<file path="config.mk">
export PLATFORM = sky130hd
export DESIGN_NAME = corereg_bridge
export DESIGN_NICKNAME = d
export VERILOG_FILES = /design/src/rtl/crb_pkg.sv /design/src/rtl/crb_decode.sv /design/src/rtl/crb_seq.sv /design/src/rtl/crb_regbank.sv /design/src/rtl/corereg_bridge.sv
export SDC_FILE = /design/constraint.sdc
export NUM_CORES = 1
export LEC_CHECK = 0
export ABC_AREA = 1
export ABC_CLOCK_PERIOD_IN_PS = 3400
export BUFFER_PORTS_ARGS = -buffer_cell sky130_fd_sc_hd__buf_2
export CAP_MARGIN = 20
export CORE_MARGIN = 3
export CORE_UTILIZATION = 48
export DETAILED_ROUTE_END_ITERATION = 16
export GPL_ROUTABILITY_DRIVEN = 0
export HOLD_SLACK_MARGIN = 0.15
export PLACE_DENSITY_LB_ADDON = 0.1
export REMOVE_ABC_BUFFERS = 1
export SLEW_MARGIN = 30
export SYNTH_ARGS = -nofsm -noshare
export SYNTH_HDL_FRONTEND = slang
export SYNTH_SLANG_ARGS = --single-unit
export TNS_END_PERCENT = 20
</file>
<file path="constraint.sdc">
create_clock -name clk -period 3.4 [get_ports clk]
set_clock_uncertainty 0.1 [all_clocks]
set_input_delay 1.02 -clock clk [delete_from_list [all_inputs] [get_ports clk]]
set_output_delay 1.02 -clock clk [all_outputs]
set_load 0.01 [all_outputs]
</file>
<file path="src/rtl/crb_pkg.sv">
// Shared constants and types for the core register command bridge.
// Assumes a 64-bit command word and 8-bit core registers.
package crb_pkg;
    localparam int CMD_W   = 64;
    localparam int REG_W   = 8;
    localparam int VLD_BIT = 63;
    localparam int RD_BIT  = 56;
    localparam int OP_LSB  = 57;
    localparam int OP_W    = 4;
    localparam int EXT_LSB = 32;
    localparam int EXT_W   = 3;
    localparam int PAD_W   = CMD_W - 1 - 2 - OP_W - 1 - REG_W;

    localparam logic [OP_W-1:0]  OP_SCLHI = 4'd4;
    localparam logic [OP_W-1:0]  OP_EXT   = 4'd6;
    localparam logic [EXT_W-1:0] EXT_DATA = 3'd1;
    localparam logic [EXT_W-1:0] EXT_CTL  = 3'd2;
    localparam logic [EXT_W-1:0] EXT_CLK  = 3'd3;
    localparam logic [EXT_W-1:0] EXT_RST  = 3'd7;

    localparam logic [REG_W-1:0] STAT_IDLE = 8'hF8;
    localparam int CTL_START = 5;
    localparam int CTL_STOP  = 4;
    localparam int CTL_FLAG  = 3;
    localparam int INT_EN    = 6;

    typedef enum logic [2:0] {
        TGT_NONE, TGT_DATA, TGT_CTL, TGT_CLK, TGT_STAT, TGT_SCLHI, TGT_RST
    } tgt_e;

    typedef struct packed {
        logic              rd;
        logic [OP_W-1:0]   op;
        logic [EXT_W-1:0]  ext;
        logic [REG_W-1:0]  wbyte;
    } cmd_t;
endpackage

</file>
<file path="src/rtl/crb_decode.sv">
// Two-level opcode decode: maps a latched command onto one register target.
// Purely combinational; assumes the command is stable while it is in flight.
module crb_decode
    import crb_pkg::*;
(
    input  cmd_t cmd,
    output tgt_e tgt
);
    // Pick the target from the primary opcode, then the secondary one
    always_comb begin
        tgt = TGT_NONE;
        if (cmd.op == OP_SCLHI) begin
            tgt = TGT_SCLHI;
        end else if (cmd.op == OP_EXT) begin
            case (cmd.ext)
                EXT_DATA: tgt = TGT_DATA;
                EXT_CTL:  tgt = TGT_CTL;
                EXT_CLK:  tgt = cmd.rd ? TGT_STAT : TGT_CLK;
                EXT_RST:  tgt = cmd.rd ? TGT_NONE : TGT_RST;
                default:  tgt = TGT_NONE;
            endcase
        end
    end
endmodule

</file>
<file path="src/rtl/crb_seq.sv">
// Launch and completion sequencer. It captures a command whose valid bit
// is set, issues one execute cycle, and clears valid on the cycle after.
// Assumes the register bank answers a read in the execute cycle.
module crb_seq
    import crb_pkg::*;
(
    input  logic             clk,
    input  logic             rst_n,
    input  logic             cmd_wr,
    input  logic [CMD_W-1:0] cmd_wdata,
    input  logic [REG_W-1:0] rd_byte,
    output cmd_t             cmd,
    output logic             exec,
    output logic [CMD_W-1:0] cmd_rdata
);
    logic             busy_q;
    logic             phase_q;
    logic [REG_W-1:0] byte_q;
    logic             launch;
    logic             unused_bits;

    assign launch      = cmd_wr && cmd_wdata[VLD_BIT] && !busy_q;
    assign exec        = busy_q && !phase_q;
    assign unused_bits = ^{cmd_wdata[62:61], cmd_wdata[55:35], cmd_wdata[31:8]};

    // Command capture, two-cycle sequencing and result byte
    always_ff @(posedge clk) begin
        if (!rst_n) begin
            busy_q  <= 1'b0;
            phase_q <= 1'b0;
            byte_q  <= '0;
            cmd     <= '0;
        end else if (launch) begin
            busy_q  <= 1'b1;
            phase_q <= 1'b0;
            byte_q  <= '0;
            cmd     <= '{rd:    cmd_wdata[RD_BIT],
                         op:    cmd_wdata[OP_LSB +: OP_W],
                         ext:   cmd_wdata[EXT_LSB +: EXT_W],
                         wbyte: cmd_wdata[REG_W-1:0]};
        end else if (busy_q) begin
            if (!phase_q) begin
                phase_q <= 1'b1;
                byte_q  <= cmd.rd ? rd_byte : '0;
            end else begin
                busy_q  <= 1'b0;
            end
        end
    end

    assign cmd_rdata = {busy_q, 2'b00, cmd.op, cmd.rd, {PAD_W{1'b0}}, byte_q};


    busy_ignore_chk: assert property (@(posedge clk) disable iff (!rst_n)
        (busy_q && cmd_wr) |=> $stable(cmd));


    valid_window_chk: assert property (@(posedge clk) disable iff (!rst_n)
        $fell(cmd_rdata[VLD_BIT]) |-> ($past(cmd_rdata[VLD_BIT], 2) && !$past(cmd_rdata[VLD_BIT], 3)));
endmodule

</file>
<file path="src/rtl/crb_regbank.sv">
// Core register bank: data, control, clock-control, status and SCL
// high-period bytes plus the core interrupt enable. Host writes arrive
// in the execute cycle and take priority over engine updates.
module crb_regbank
    import crb_pkg::*;
(
    input  logic             clk,
    input  logic             rst_n,
    input  logic             wr_en,
    input  tgt_e             tgt,
    input  logic [REG_W-1:0] wbyte,
    input  logic             int_wr,
    input  logic [REG_W-1:0] int_wdata,
    input  logic             eng_stat_we,
    input  logic [REG_W-1:0] eng_stat,
    input  logic             eng_rx_we,
    input  logic [REG_W-1:0] eng_rx_data,
    input  logic             eng_start_done,
    input  logic             eng_stop_done,
    input  logic             eng_iflg_set,
    output logic [REG_W-1:0] rd_byte,
    output logic [REG_W-1:0] ctl_o,
    output logic [REG_W-1:0] data_o,
    output logic [REG_W-1:0] clkctl_o,
    output logic [REG_W-1:0] sclhi_o,
    output logic             core_rst_o,
    output logic             core_irq
);
    logic [REG_W-1:0] stat_q;
    logic             irq_en_q;
    logic             rst_cmd;
    logic             ctl_wr;
    logic             unused_int;

    assign rst_cmd    = wr_en && (tgt == TGT_RST);
    assign ctl_wr     = wr_en && (tgt == TGT_CTL);
    assign unused_int = ^{int_wdata[7], int_wdata[5:0]};

    // Control byte: host write, engine self-clear and flag set
    always_ff @(posedge clk) begin
        if (!rst_n || rst_cmd) begin
            ctl_o <= '0;
        end else if (ctl_wr) begin
            ctl_o <= {wbyte[7:4], wbyte[CTL_FLAG] & ctl_o[CTL_FLAG], wbyte[2:0]};
        end else begin
            if (eng_start_done) ctl_o[CTL_START] <= 1'b0;
            if (eng_stop_done)  ctl_o[CTL_STOP]  <= 1'b0;
            if (eng_iflg_set)   ctl_o[CTL_FLAG]  <= 1'b1;
        end
    end

    // Data byte: host write wins over received data
    always_ff @(posedge clk) begin
        if (!rst_n || rst_cmd)                 data_o <= '0;
        else if (wr_en && tgt == TGT_DATA)     data_o <= wbyte;
        else if (eng_rx_we)                    data_o <= eng_rx_data;
    end

    // Status byte: reset command forces idle, else engine loads
    always_ff @(posedge clk) begin
        if (!rst_n || rst_cmd) stat_q <= STAT_IDLE;
        else if (eng_stat_we)  stat_q <= eng_stat;
    end

    // Clock bytes, interrupt enable and reset pulse
    always_ff @(posedge clk) begin
        if (!rst_n) begin
            clkctl_o   <= '0;
            sclhi_o    <= '0;
            irq_en_q   <= 1'b0;
            core_rst_o <= 1'b0;
        end else begin
            if (wr_en && tgt == TGT_CLK)   clkctl_o <= wbyte;
            if (wr_en && tgt == TGT_SCLHI) sclhi_o  <= wbyte;
            if (int_wr)                    irq_en_q <= int_wdata[INT_EN];
            core_rst_o <= rst_cmd;
        end
    end

    // Read multiplexer for the selected target
    always_comb begin
        case (tgt)
            TGT_DATA:  rd_byte = data_o;
            TGT_CTL:   rd_byte = ctl_o;
            TGT_STAT:  rd_byte = stat_q;
            TGT_SCLHI: rd_byte = sclhi_o;
            default:   rd_byte = '0;
        endcase
    end

    assign core_irq = irq_en_q && (stat_q != STAT_IDLE);


    start_clear_chk: assert property (@(posedge clk) disable iff (!rst_n)
        (eng_start_done && !ctl_wr) |=> !ctl_o[CTL_START]);


    flag_noset_chk: assert property (@(posedge clk) disable iff (!rst_n)
        (ctl_wr && !ctl_o[CTL_FLAG]) |=> !ctl_o[CTL_FLAG]);


    rst_idle_chk: assert property (@(posedge clk) disable iff (!rst_n)
        rst_cmd |=> (core_irq == 1'b0 && ctl_o == '0 && data_o == '0));


    rst_pulse_chk: assert property (@(posedge clk) disable iff (!rst_n)
        core_rst_o |=> !core_rst_o);
endmodule

</file>
<file path="src/rtl/corereg_bridge.sv">
// Top of the core register command bridge: sequencer, decoder and bank.
// Assumes the host holds off a new command until the valid bit reads 0.
module corereg_bridge
    import crb_pkg::*;
(
    input  logic             clk,
    input  logic             rst_n,
    input  logic             cmd_wr,
    input  logic [CMD_W-1:0] cmd_wdata,
    output logic [CMD_W-1:0] cmd_rdata,
    input  logic             int_wr,
    input  logic [REG_W-1:0] int_wdata,
    input  logic             eng_stat_we,
    input  logic [REG_W-1:0] eng_stat,
    input  logic             eng_rx_we,
    input  logic [REG_W-1:0] eng_rx_data,
    input  logic             eng_start_done,
    input  logic             eng_stop_done,
    input  logic             eng_iflg_set,
    output logic [REG_W-1:0] ctl_o,
    output logic [REG_W-1:0] data_o,
    output logic [REG_W-1:0] clkctl_o,
    output logic [REG_W-1:0] sclhi_o,
    output logic             core_rst_o,
    output logic             core_irq
);
    cmd_t             cmd;
    tgt_e             tgt;
    logic             exec;
    logic [REG_W-1:0] rd_byte;

    crb_seq u_seq (
        .clk(clk), .rst_n(rst_n), .cmd_wr(cmd_wr), .cmd_wdata(cmd_wdata),
        .rd_byte(rd_byte), .cmd(cmd), .exec(exec), .cmd_rdata(cmd_rdata)
    );

    crb_decode u_dec (.cmd(cmd), .tgt(tgt));

    crb_regbank u_bank (
        .clk(clk), .rst_n(rst_n), .wr_en(exec && !cmd.rd), .tgt(tgt),
        .wbyte(cmd.wbyte), .int_wr(int_wr), .int_wdata(int_wdata),
        .eng_stat_we(eng_stat_we), .eng_stat(eng_stat),
        .eng_rx_we(eng_rx_we), .eng_rx_data(eng_rx_data),
        .eng_start_done(eng_start_done), .eng_stop_done(eng_stop_done),
        .eng_iflg_set(eng_iflg_set), .rd_byte(rd_byte), .ctl_o(ctl_o),
        .data_o(data_o), .clkctl_o(clkctl_o), .sclhi_o(sclhi_o),
        .core_rst_o(core_rst_o), .core_irq(core_irq)
    );
endmodule

</file>
==> impl_metrics.env <==
export IMPL_timing_worst_setup_path_type="flop to primary output"
export IMPL_postCtsHoldBufs=0
export IMPL_startpoint_type="flop"
export IMPL_dpl_cell_count=605
export IMPL_synth_top_family_by_area="simple AND/OR/NAND/NOR gates"
export IMPL_worst_pin_slew_ps=806
export IMPL_multi_input_area_um2=1570
export IMPL_first_iter_violations=136
export IMPL_port_buffers=90
export IMPL_synth_top_cells_by_area="dfxtp_1 40%, buf_4 13%, a21oi_1 7.3%, nand2_1 7.2%, o21ai_0 5.7%"
export IMPL_start_util=0.500
export IMPL_finalSetupViolations=0
export IMPL_yosys_cell_count_top_type="dfxtp_1"
export IMPL_yosysWarnings=0
export IMPL_syn_avg_cell_area_um2=7.76
export IMPL_cts_tree="yes"
export IMPL_synthFlopType="dfxtp_1"
export IMPL_num_rows=30
export IMPL_cts_resized=0
export IMPL_syn_inst=442
export IMPL_setup_ws_ps=763
export IMPL_synth_adder_area_share=0
export IMPL_syn_area_um2=3430
export IMPL_grt_max_degree=29
export IMPL_synth_edf_count=0
export IMPL_drt_total_wl_um=7960
export IMPL_via_count=2888
export IMPL_r2r_start="u_seq.cmd[15]"
export IMPL_drv_cap=0
export IMPL_antenna_cells=0
export IMPL_worst_ep_arrival_time_ps=1520
export IMPL_layout_cells_non_filler=621
export IMPL_period_share=0.776
export IMPL_pre_cts_ws_ps=923
export IMPL_slew_violations=0
export IMPL_ys_async_sr_fraction=0
export IMPL_synth_common_cells="68 x dfxtp_1, 66 x nand2_1, 58 x buf_4"
export IMPL_wl_per_cell_um=12.8
export IMPL_hold_viol_final=0
export IMPL_synth_xor_area_share=0
export IMPL_design_portCount=195
export IMPL_hold_path_startpoint="u_seq.byte_q[6]"
export IMPL_clkSlewWorstSetupHoldPaths_ps=70
export IMPL_yosysSeqAreaShare=0.397
export IMPL_crit_start="u_bank.stat_q[0]"
export IMPL_clk_path_buf_depth=2
export IMPL_synthMuxAreaShare=0.0233
export IMPL_numCtsBuffers=9
export IMPL_slew_headroom=0.461
export IMPL_stdcell_area_um2=3870
export IMPL_yosys_area_share_simple=0.214
export IMPL_synth_top_area_frac=0.397
export IMPL_powerDensity_nw_per_um2=447
export IMPL_crit_required_ps=2280
export IMPL_antenna_found_initial=0
export IMPL_grt_usage=0.195
export IMPL_firstDrtPassIters=4
export IMPL_die_h_um=90.6
export IMPL_synth_largest_area_cell="dfxtp_1"
export IMPL_rsz0062_at_grt="no"
export IMPL_drive_gt1_frac=0.244
export IMPL_die_area_um2=8200
export IMPL_nets=617
export IMPL_overflow=0
export IMPL_hold_class="flop to flop"
export IMPL_finalCriticalPeriod_ps=2640
export IMPL_core_area_um2=6870
export IMPL_clock_latency_ps=340
export IMPL_cp_max_fo=3
export IMPL_grt_pass1_wl_um=13000
export IMPL_cts_sinks=68
export IMPL_whs_ps=363
export IMPL_cts_root_buf="clkbuf_8"
export IMPL_synth_seq_cells=68
export IMPL_post_cts_buffers=0
export IMPL_grt_pass1_vias=2649
export IMPL_dpl_hpwl_um=6120
export IMPL_yosysUniqueCellTypes=32
export IMPL_drc=0
export IMPL_ant_nets=0
export IMPL_nFillCells=695
export IMPL_outcome="finished, final reports clean"
export IMPL_place_area_um2=3660
export IMPL_final_seq_area_um2=1360
export IMPL_p_leak_nw=1.86
export IMPL_peakVddDrop_mv=0.239
export IMPL_die_x_um=90.6
export IMPL_endpoint_kind="primary output"
export IMPL_fmax_ghz=0.379
export IMPL_synth_compound_area_frac=0.166
export IMPL_vias_per_cell=4.65
export IMPL_setup_tns_ps=0
export IMPL_area_growth_pct=12.7
export IMPL_htreeDepth=3
==> per-stage QoR <==
stage | total power [mW] | utilization
after floorplan | 0.993 | -
after global placement | 1.07 | 0.533
after detailed placement | 1.07 | 0.533
after CTS | 1.74 | 0.563
after global routing | 1.81 | 0.563
final | 1.73 | 0.563
==> cell type report <==
type                       instances  area share
multi-input combinational        309       0.406
sequential                        68       0.352
timing repair buffer              91       0.118
clock buffer                      13      0.0411
inverter                          41      0.0398
tap                               96      0.0311
clock inverter                     3      0.0116
==> sequential cells by signal, indices dropped and copies added (netlist names) <==
| name | flops |
|---|---|
| u_bank.stat_q | 8 |
| u_bank.clkctl_o | 8 |
| u_seq.byte_q | 8 |
| u_bank.ctl_o | 8 |
| u_bank.core_rst_o | 1 |
| u_bank.data_o | 8 |
| u_bank.sclhi_o | 8 |
| u_seq.cmd | 16 |
| u_seq.phase_q | 1 |
| u_seq.busy_q | 1 |
| u_bank.irq_en_q | 1 |
==> logic make-up after synthesis <==
group | count (synthesis)
AOI/OAI and AO/OA | 104
buffers and inverters | 114
DFF | 68
muxes | 8
other | 1
and+or+nand+nor | 147
==> worst max-delay path: stages (launching register included) <==
cell,delay [ps]
dfxtp_1,330
or4_1,530
o21a_1,190
buf_2,130
==> power by group <==
group	internal, mW	leakage, nW	switching (mW)
registers	0.828	0.555	0.0287
clock network	0.380	0.0959	0.296
logic	0.0637	1.21	0.134
total	1.27	1.86	0.459
==> path summary, 6_finish.rpt <==
path	endpoint	slack (ps)	depth (start not counted)
min reg2reg	u_seq.byte_q[6]	360	2
max	core_irq	760	3
max reg2reg	u_bank.data_o[4]	990	8
min	u_seq.byte_q[6]	360	2
==> per-layer routing <==
metal / wire (um) / part of all wire / vias to the layer above / track usage
met1: 3650 / 0.46 / 1256 / 0.256
met2: 3600 / 0.45 / 113 / 0.309
met5: 0 / 0 / - / 0
li1: - / - / 1513 / -
met3: 641 / 0.080 / 6 / 0.0567
met4: 63 / 0.0079 / 0 / 0.0574
==> placed cells by master (no fill, tap or decap), types with 3 or more instances in the layout <==
| cell type | count |
|---|---|
| mux2i_1 | 8 |
| nor2_1 | 27 |
| o21ai_0 | 39 |
| inv_2 | 6 |
| clkbuf_8 | 11 |
| a211oi_1 | 6 |
| buf_2 | 90 |
| nand2_4 | 3 |
| dfxtp_1 | 68 |
| nand2_2 | 4 |
| inv_1 | 33 |
| nand3_1 | 27 |
| a21oi_1 | 50 |
| nand2_1 | 66 |
| nand4_1 | 10 |
| conb_1 | 50 |
(Power assumes the default switching activity.)
